===== config.mk =====
export PLATFORM = sky130hd
export DESIGN_NAME = ccpred_unit
export DESIGN_NICKNAME = d
export VERILOG_FILES = /design/src/rtl/ccpred_pkg.sv /design/src/rtl/ccpred_lane.sv /design/src/rtl/ccpred_ccreg.sv /design/src/rtl/ccpred_unit.sv
export SDC_FILE = /design/constraint.sdc
export NUM_CORES = 1
export LEC_CHECK = 0
export ABC_AREA = 1
export BUFFER_PORTS_ARGS = -buffer_cell sky130_fd_sc_hd__buf_2
export CORE_MARGIN = 5
export CORE_UTILIZATION = 46
export CTS_CLUSTER_SIZE = 12
export DETAILED_ROUTE_END_ITERATION = 16
export PLACE_DENSITY = 0.76
export SLEW_MARGIN = 20
export SYNTH_ARGS = -nofsm -noshare
export SYNTH_HDL_FRONTEND = slang
export SYNTH_SLANG_ARGS = --single-unit

===== constraint.sdc =====
create_clock -name clk -period 1.5 [get_ports clk]
set_clock_uncertainty 0.15 [all_clocks]
set_input_delay 0.075 -clock clk [delete_from_list [all_inputs] [get_ports clk]]
set_output_delay 0.075 -clock clk [all_outputs]
set_load 0.01 [all_outputs]

===== src/rtl/ccpred_pkg.sv =====
package ccpred_pkg;

    // Relation applied to one selected flag pair
    typedef enum logic [2:0] {
        REL_NEVER  = 3'd0,
        REL_NEG    = 3'd1,
        REL_ZERO   = 3'd2,
        REL_NONPOS = 3'd3,
        REL_POS    = 3'd4,
        REL_NZERO  = 3'd5,
        REL_NONNEG = 3'd6,
        REL_ALWAYS = 3'd7
    } cc_rel_e;

    // True when the relation holds for the flags (neg, zero)
    function automatic logic rel_holds(cc_rel_e rel, logic neg, logic zero);
        logic r;
        unique case (rel)
            REL_NEVER:  r = 1'b0;
            REL_NEG:    r = neg;
            REL_ZERO:   r = zero;
            REL_NONPOS: r = neg | zero;
            REL_POS:    r = ~neg & ~zero;
            REL_NZERO:  r = ~zero;
            REL_NONNEG: r = ~neg;
            REL_ALWAYS: r = 1'b1;
            default:    r = 1'b0;
        endcase
        return r;
    endfunction

endpackage


===== src/rtl/ccpred_lane.sv =====
module ccpred_lane
    import ccpred_pkg::*;
#(
    parameter int NUM_COMP = 4,
    parameter int SEL_W    = 2
) (
    input  logic [NUM_COMP-1:0] cc_neg,
    input  logic [NUM_COMP-1:0] cc_zero,
    input  logic [SEL_W-1:0]    sel,
    input  cc_rel_e             rel,
    input  logic                test_en,
    input  logic                mask_bit,
    output logic                en
);

    logic pick_neg;
    logic pick_zero;
    logic pass;

    always_comb begin
        pick_neg  = cc_neg[sel];
        pick_zero = cc_zero[sel];
        pass      = test_en ? rel_holds(rel, pick_neg, pick_zero) : 1'b1;
        en        = mask_bit & pass;
    end

endmodule


===== src/rtl/ccpred_ccreg.sv =====
module ccpred_ccreg #(
    parameter int NUM_COMP = 4
) (
    input  logic                clk,
    input  logic                rst_n,
    input  logic                upd_en,
    input  logic [NUM_COMP-1:0] lane_wr,
    input  logic [NUM_COMP-1:0] res_neg,
    input  logic [NUM_COMP-1:0] res_zero,
    output logic [NUM_COMP-1:0] cc_neg_q,
    output logic [NUM_COMP-1:0] cc_zero_q
);

    logic [NUM_COMP-1:0] load;
    logic [NUM_COMP-1:0] neg_d;
    logic [NUM_COMP-1:0] zero_d;

    // next-state: each lane either holds or loads from the written result
    always_comb begin
        load   = {NUM_COMP{upd_en}} & lane_wr;
        neg_d  = (load & res_neg)  | (~load & cc_neg_q);
        zero_d = (load & res_zero) | (~load & cc_zero_q);
    end

    // state register: resets to the flags of a zero value
    always_ff @(posedge clk or negedge rst_n) begin
        if (!rst_n) begin
            cc_neg_q  <= '0;
            cc_zero_q <= '1;
        end else begin
            cc_neg_q  <= neg_d;
            cc_zero_q <= zero_d;
        end
    end

endmodule


===== src/rtl/ccpred_unit.sv =====
module ccpred_unit
    import ccpred_pkg::*;
#(
    parameter int NUM_COMP = 4,
    localparam int SEL_W   = $clog2(NUM_COMP),
    localparam int SWZ_W   = NUM_COMP * SEL_W
) (
    input  logic                clk,
    input  logic                rst_n,
    input  logic                test_en,
    input  logic [2:0]          cond_code,
    input  logic [SWZ_W-1:0]    cond_swz,
    input  logic [NUM_COMP-1:0] wr_mask,
    input  logic                upd_en,
    input  logic [NUM_COMP-1:0] res_neg,
    input  logic [NUM_COMP-1:0] res_zero,
    output logic [NUM_COMP-1:0] wr_en
);

    cc_rel_e             rel;
    logic [NUM_COMP-1:0] cc_neg_q;
    logic [NUM_COMP-1:0] cc_zero_q;

    assign rel = cc_rel_e'(cond_code);

    for (genvar i = 0; i < NUM_COMP; i++) begin : g_lane
        ccpred_lane #(
            .NUM_COMP(NUM_COMP),
            .SEL_W   (SEL_W)
        ) u_lane (
            .cc_neg  (cc_neg_q),
            .cc_zero (cc_zero_q),
            .sel     (cond_swz[i*SEL_W +: SEL_W]),
            .rel     (rel),
            .test_en (test_en),
            .mask_bit(wr_mask[i]),
            .en      (wr_en[i])
        );
    end

    ccpred_ccreg #(
        .NUM_COMP(NUM_COMP)
    ) u_ccreg (
        .clk      (clk),
        .rst_n    (rst_n),
        .upd_en   (upd_en),
        .lane_wr  (wr_en),
        .res_neg  (res_neg),
        .res_zero (res_zero),
        .cc_neg_q (cc_neg_q),
        .cc_zero_q(cc_zero_q)
    );

endmodule


Word level (Yosys, flattened, before mapping)
Cells that the tools add are included.
- register bits: 8
- input bits: 27
- word-level logic and storage cells: 66
- magnitude comparators: 4
- eq/ne operators: 7
- mux-type cells: 24
- bitwise gates (word level): 28
- reductions and logical operators: 1
- operators by type and width (cell ; number):
    1-bit one-hot mux with 8 select lines ; 4
    4-bit bitwise AND ; 5
    1-bit binary-select mux with 2-bit select ; 8
    3-bit == test (second input constant) ; 4
    2-bit by 3-bit less-than comparator with 1-bit output (second input constant) ; 4
    1-bit 2-to-1 mux ; 12
    1-bit bitwise AND ; 8
    1-bit inverter ; 8
    4-bit OR ; 2
    3-bit by 2-bit == test with 1-bit output (second input constant) ; 2
    4-bit inverter ; 1
    1-bit OR ; 4
    3-bit by 1-bit == test with 1-bit output (second input constant) ; 1
    3-bit logical NOT ; 1

Depth between registers and ports, before layout
- depth after elaboration: 11
- gate-level depth with buffers: 12
- depth with buffers taken out: 12

Cells and area by module
From an unflattened synthesis, not the netlist that was laid out.
- cells, all modules: 197
- area, all modules: 1002.2 µm²
- modules (own cells, without submodules) (module ; instances ; cells an instance ; area each (µm²) ; seq. area each (µm²)):
    ccpred_lane ; 4 ; 40 ; 166.4 ; 0.0
    ccpred_ccreg ; 1 ; 37 ; 336.6 ; 205.2

Worst setup path before layout
No wires, ideal clock.
- path type: register to output
- start: register (tool-made name)
- end: output port wr_en[2]
- arrival time: 1323 ps
- slack: -48 ps
- stages on the path, launching flop included: 10
- buffers on the path: 1
- path through: dfstp_2 > nand2_1 > nand3_1 > nand2_1 > nand3_1 > nand2_1 > nor2_2 > nand3_2 > and2_1 > buf_4
- RTL lines (what ; line ; source):
    to (decl) ; ccpred_unit.sv:17 ; output logic [NUM_COMP-1:0] wr_en

==> metrics.md <==
| Metric | Value |
|---|---|
| Outcome | finished with violations |
| Failing checks | setup timing |
| Max H-tree Level | 1 |
| I/O Buffers | 30 |
| Hold_ws | 0.0238 ns |
| Wire per inst | 14.2 um |
| Main synth FF type | dfstp_2 |
| Syn-to-layout area delta | 51.4% |
| Io pins | 31 |
| Crit path cell chain | nand2_2, nand3_2, nand2_2, nand3_1, nand2_1, nor2_2, nand3_2, and2_4, buf_6 |
| Combinational power share | 48.9% |
| Total wire length | 3600 um |
| Placed Cells | 230 |
| Kind of critical path | reg2out |
| Worst min path class | in2reg |
| HPWL Detailed | 2350 um |
| Seq pwr share | 33.7% |
| Core Area | 0.00215 mm2 |
| Fmax | 0.515 GHz |
| Top post-synthesis cells by count | 85 x nand2_1, 24 x nand3_1, 10 x nand3_2, 9 x inv_2, 8 x nand4_1 |
| DR vias/cell | 5.37 |
| Antenna-violating nets left | 0 |
| CP arrival | 1.72 ns |
| Fin. Hold Viols | 0 |
| Met1 WL | 1310 um |
| Switching share of total power | 43.4% |
| Initial antenna violation count | 0 |
| Die height | 56.8 um |
| Clock Tree Buf Depth | 2 |
| WHS Path Cells | 3 |
| Post-synth EDFFs | 0 |
| CP Buf/Inv Count | 1 |
| Crit path time final | 1.94 ns |
| Syn nets | 202 |
| P per Cell Area | 708 mW/mm2 |
| Clk_lat worst skew | 0.26 ns |
| Ant. Diodes | 0 |
| First-pass GRT wire length | 5510 um |
| Max transition margin | 74.0% |
| Syn avg cell area | 5.76 um2 |
| Setup slack, reg-to-reg | -0.39 ns |
| Top Metal Used | met4 |
| CTS tree | done |
| Fraction of layout cells with a size suffix above 1 | 49.1% |
| GR Overflow Total | 0 |
| Vias in the first global route | 1316 |
| Clock power share | 17.3% |
| FP Rows | 17 |
| Via count | 1365 |
| Largest vdd supply drop | 0.663 mV |
| Max-cap violations | 0 |
| Syn Inst Count | 175 |
| Crit path max fanout | 5 |
| GP Congestion | 0.858 |
| Synthesized area | 0.00101 mm2 |
| HP Start | upd_en |
| Slew @ Worst Pin | 0.387 ns |
| Worst EP required | 1.27 ns |
| Critical Path Start Type | register |
| Final setup viols | 12 |
| Share of synthesized registers carrying an async set or reset | 100% |
| Met3 wire length | 269 um |
| Multi-input logic area | 832 um2 |
| Die ar. | 0.00323 mm2 |
| Cell taking the most area after synthesis | nand2_1 |
| Fillers | 199 |
| Leakage | 0.796 nW |
| Post-synthesis cell type count | 16 |
| Top cells by area, synth | nand2_1 32%, nand3_1 12%, dfstp_2 10% |
| Total clock buffers created by CTS | 3 |
| Drt drc | 0 |
| Die Wd | 56.8 um |
| Worst r2r path cells | 13 |
| Non-Filler Instances | 254 |
| Reg area | 210 um2 |
| RSZ-0062 raised after global routing | yes |
| Slew Viols, Final | 0 |
| GR Util All Layers | 21.3% |
| Count leader, synth | nand2_1 |
| Setup crit end kind | primary output |
| Top cell family by delay on the critical path | simple AND/OR/NAND/NOR gates |
| Initial Util | 46.9% |
| Int Pwr | 0.000611 W |
| Yosys synthesis warning count | 0 |
| Final cycle utilization of the critical path | 129% |
| Largest net degree at the start of global routing | 13 |
| Synthesis-stage register bit count | 8 |
| Clock sinks | 8 |
| Nets | 254 |
| Share of the yosys chip area belonging to registers | 20.4% |
| Net switching power | 0.000468 W |
| Crit-path slowest cell | dfstp_2 |
| DR iter-0 viols | 19 |
| Routed met2 length | 1900 um |
| Worst setup margin | -0.441 ns |
| Post-synth top area share | 31.7% |
| First-pass detailed-route iteration total | 4 |
| Clock transition at path regs | 0.06 ns |
| CP max stage delay | 0.61 ns |
| Clock root cell | clkbuf_4 |
==> timing repair <==
action                                  4_1_cts  5_1_grt
setup buffers                                 5        3
pin swaps                                    10       21
gates resized for setup                      20       23
hold endpoints to repair                     16        0
endpoints found under the setup margin       12       12
hold buffers                                 13        0
==> layout by cell type (no fill, tap or decap), drive strengths merged <==
| cell type | synthesis | routed |
|---|---|---|
| a21oi | 1 | 1 |
| and2 | 1 | 1 |
| buf | 5 | 39 |
| clkbuf | 0 | 4 |
| dfrtp | 4 | 4 |
| dfstp | 4 | 4 |
| dlygate4sd3 | 0 | 13 |
| inv | 16 | 16 |
| nand2 | 85 | 85 |
| nand3 | 34 | 34 |
| nand4 | 8 | 8 |
| nor2 | 11 | 11 |
| nor3 | 5 | 5 |
| o21ai | 1 | 1 |
==> metal layers <==
metal / GRT usage, % / up-vias
met5: 0 / -
met4: 8.94 / 0
met3: 4.14 / 15
met2: 39.9 / 72
met1: 22.8 / 608
li1: - / 670
==> tightest hold or removal path, stage by stage <==
cell and delay [ns]:
buf_2 0.19, nand4_1 0.11, nand2_1 0.05
==> cells by family after synthesis <==
kind of cell | share of synthesized area (%)
flip-flops | 20.4
buffers and inverters | 9.44
AND/OR/NAND/NOR | 69.2
AO/OA/AOI/OAI | 0.993
==> final cells by class <==
class	instances	area share, %
timing repair buffer	52	23.7
inverter	16	3.94
clock buffer	4	1.72
multi-input combinational	146	54.6
tap	28	2.30
sequential	8	13.8
==> metrics by stage <==
step | util, % | instance area (um2) | TNS, ns | worst slack, ns | power, W
finish | 71.0 | 1530 | -3.74 | -0.441 | 0.00108
detailed placement | 54.6 | 1170 | -1.61 | -0.192 | 0.000729
CTS | 66.7 | 1430 | -2.92 | -0.376 | 0.000999
global route | 71.0 | 1530 | -4.82 | -0.537 | 0.00115
global placement | 54.6 | 1170 | -1.16 | -0.158 | 0.000718
floorplan | - | 1010 | -0.115 | -0.0485 | 0.000586
==> how the worst max path moves through the flow <==
| stage | start | to | slack [ns] | cells after the start |
|---|---|---|---|---|
| after floorplan | register | wr_en[2] | -0.05 | 9 |
| after global placement | register | wr_en[3] | -0.16 | 10 |
| after detailed placement | register | wr_en[3] | -0.19 | 10 |
| after CTS | register | wr_en[1] | -0.38 | 10 |
| after global routing | register | wr_en[0] | -0.54 | 11 |
| final | register | wr_en[2] | -0.44 | 9 |
==> power groups by stage <==
| stage | clock network [W] | logic [W] | registers [W] |
|---|---|---|---|
| 2_1_floorplan | 0 | 0.000269 | 0.000317 |
| 3_3_place_gp | 0 | 0.000375 | 0.000343 |
| 3_5_place_dp | 0 | 0.000383 | 0.000346 |
| 4_1_cts | 0.000183 | 0.000465 | 0.000350 |
| 5_1_grt | 0.000203 | 0.000580 | 0.000369 |
| 6_report | 0.000187 | 0.000528 | 0.000364 |
No activity file was read; power rests on OpenSTA's default activity.
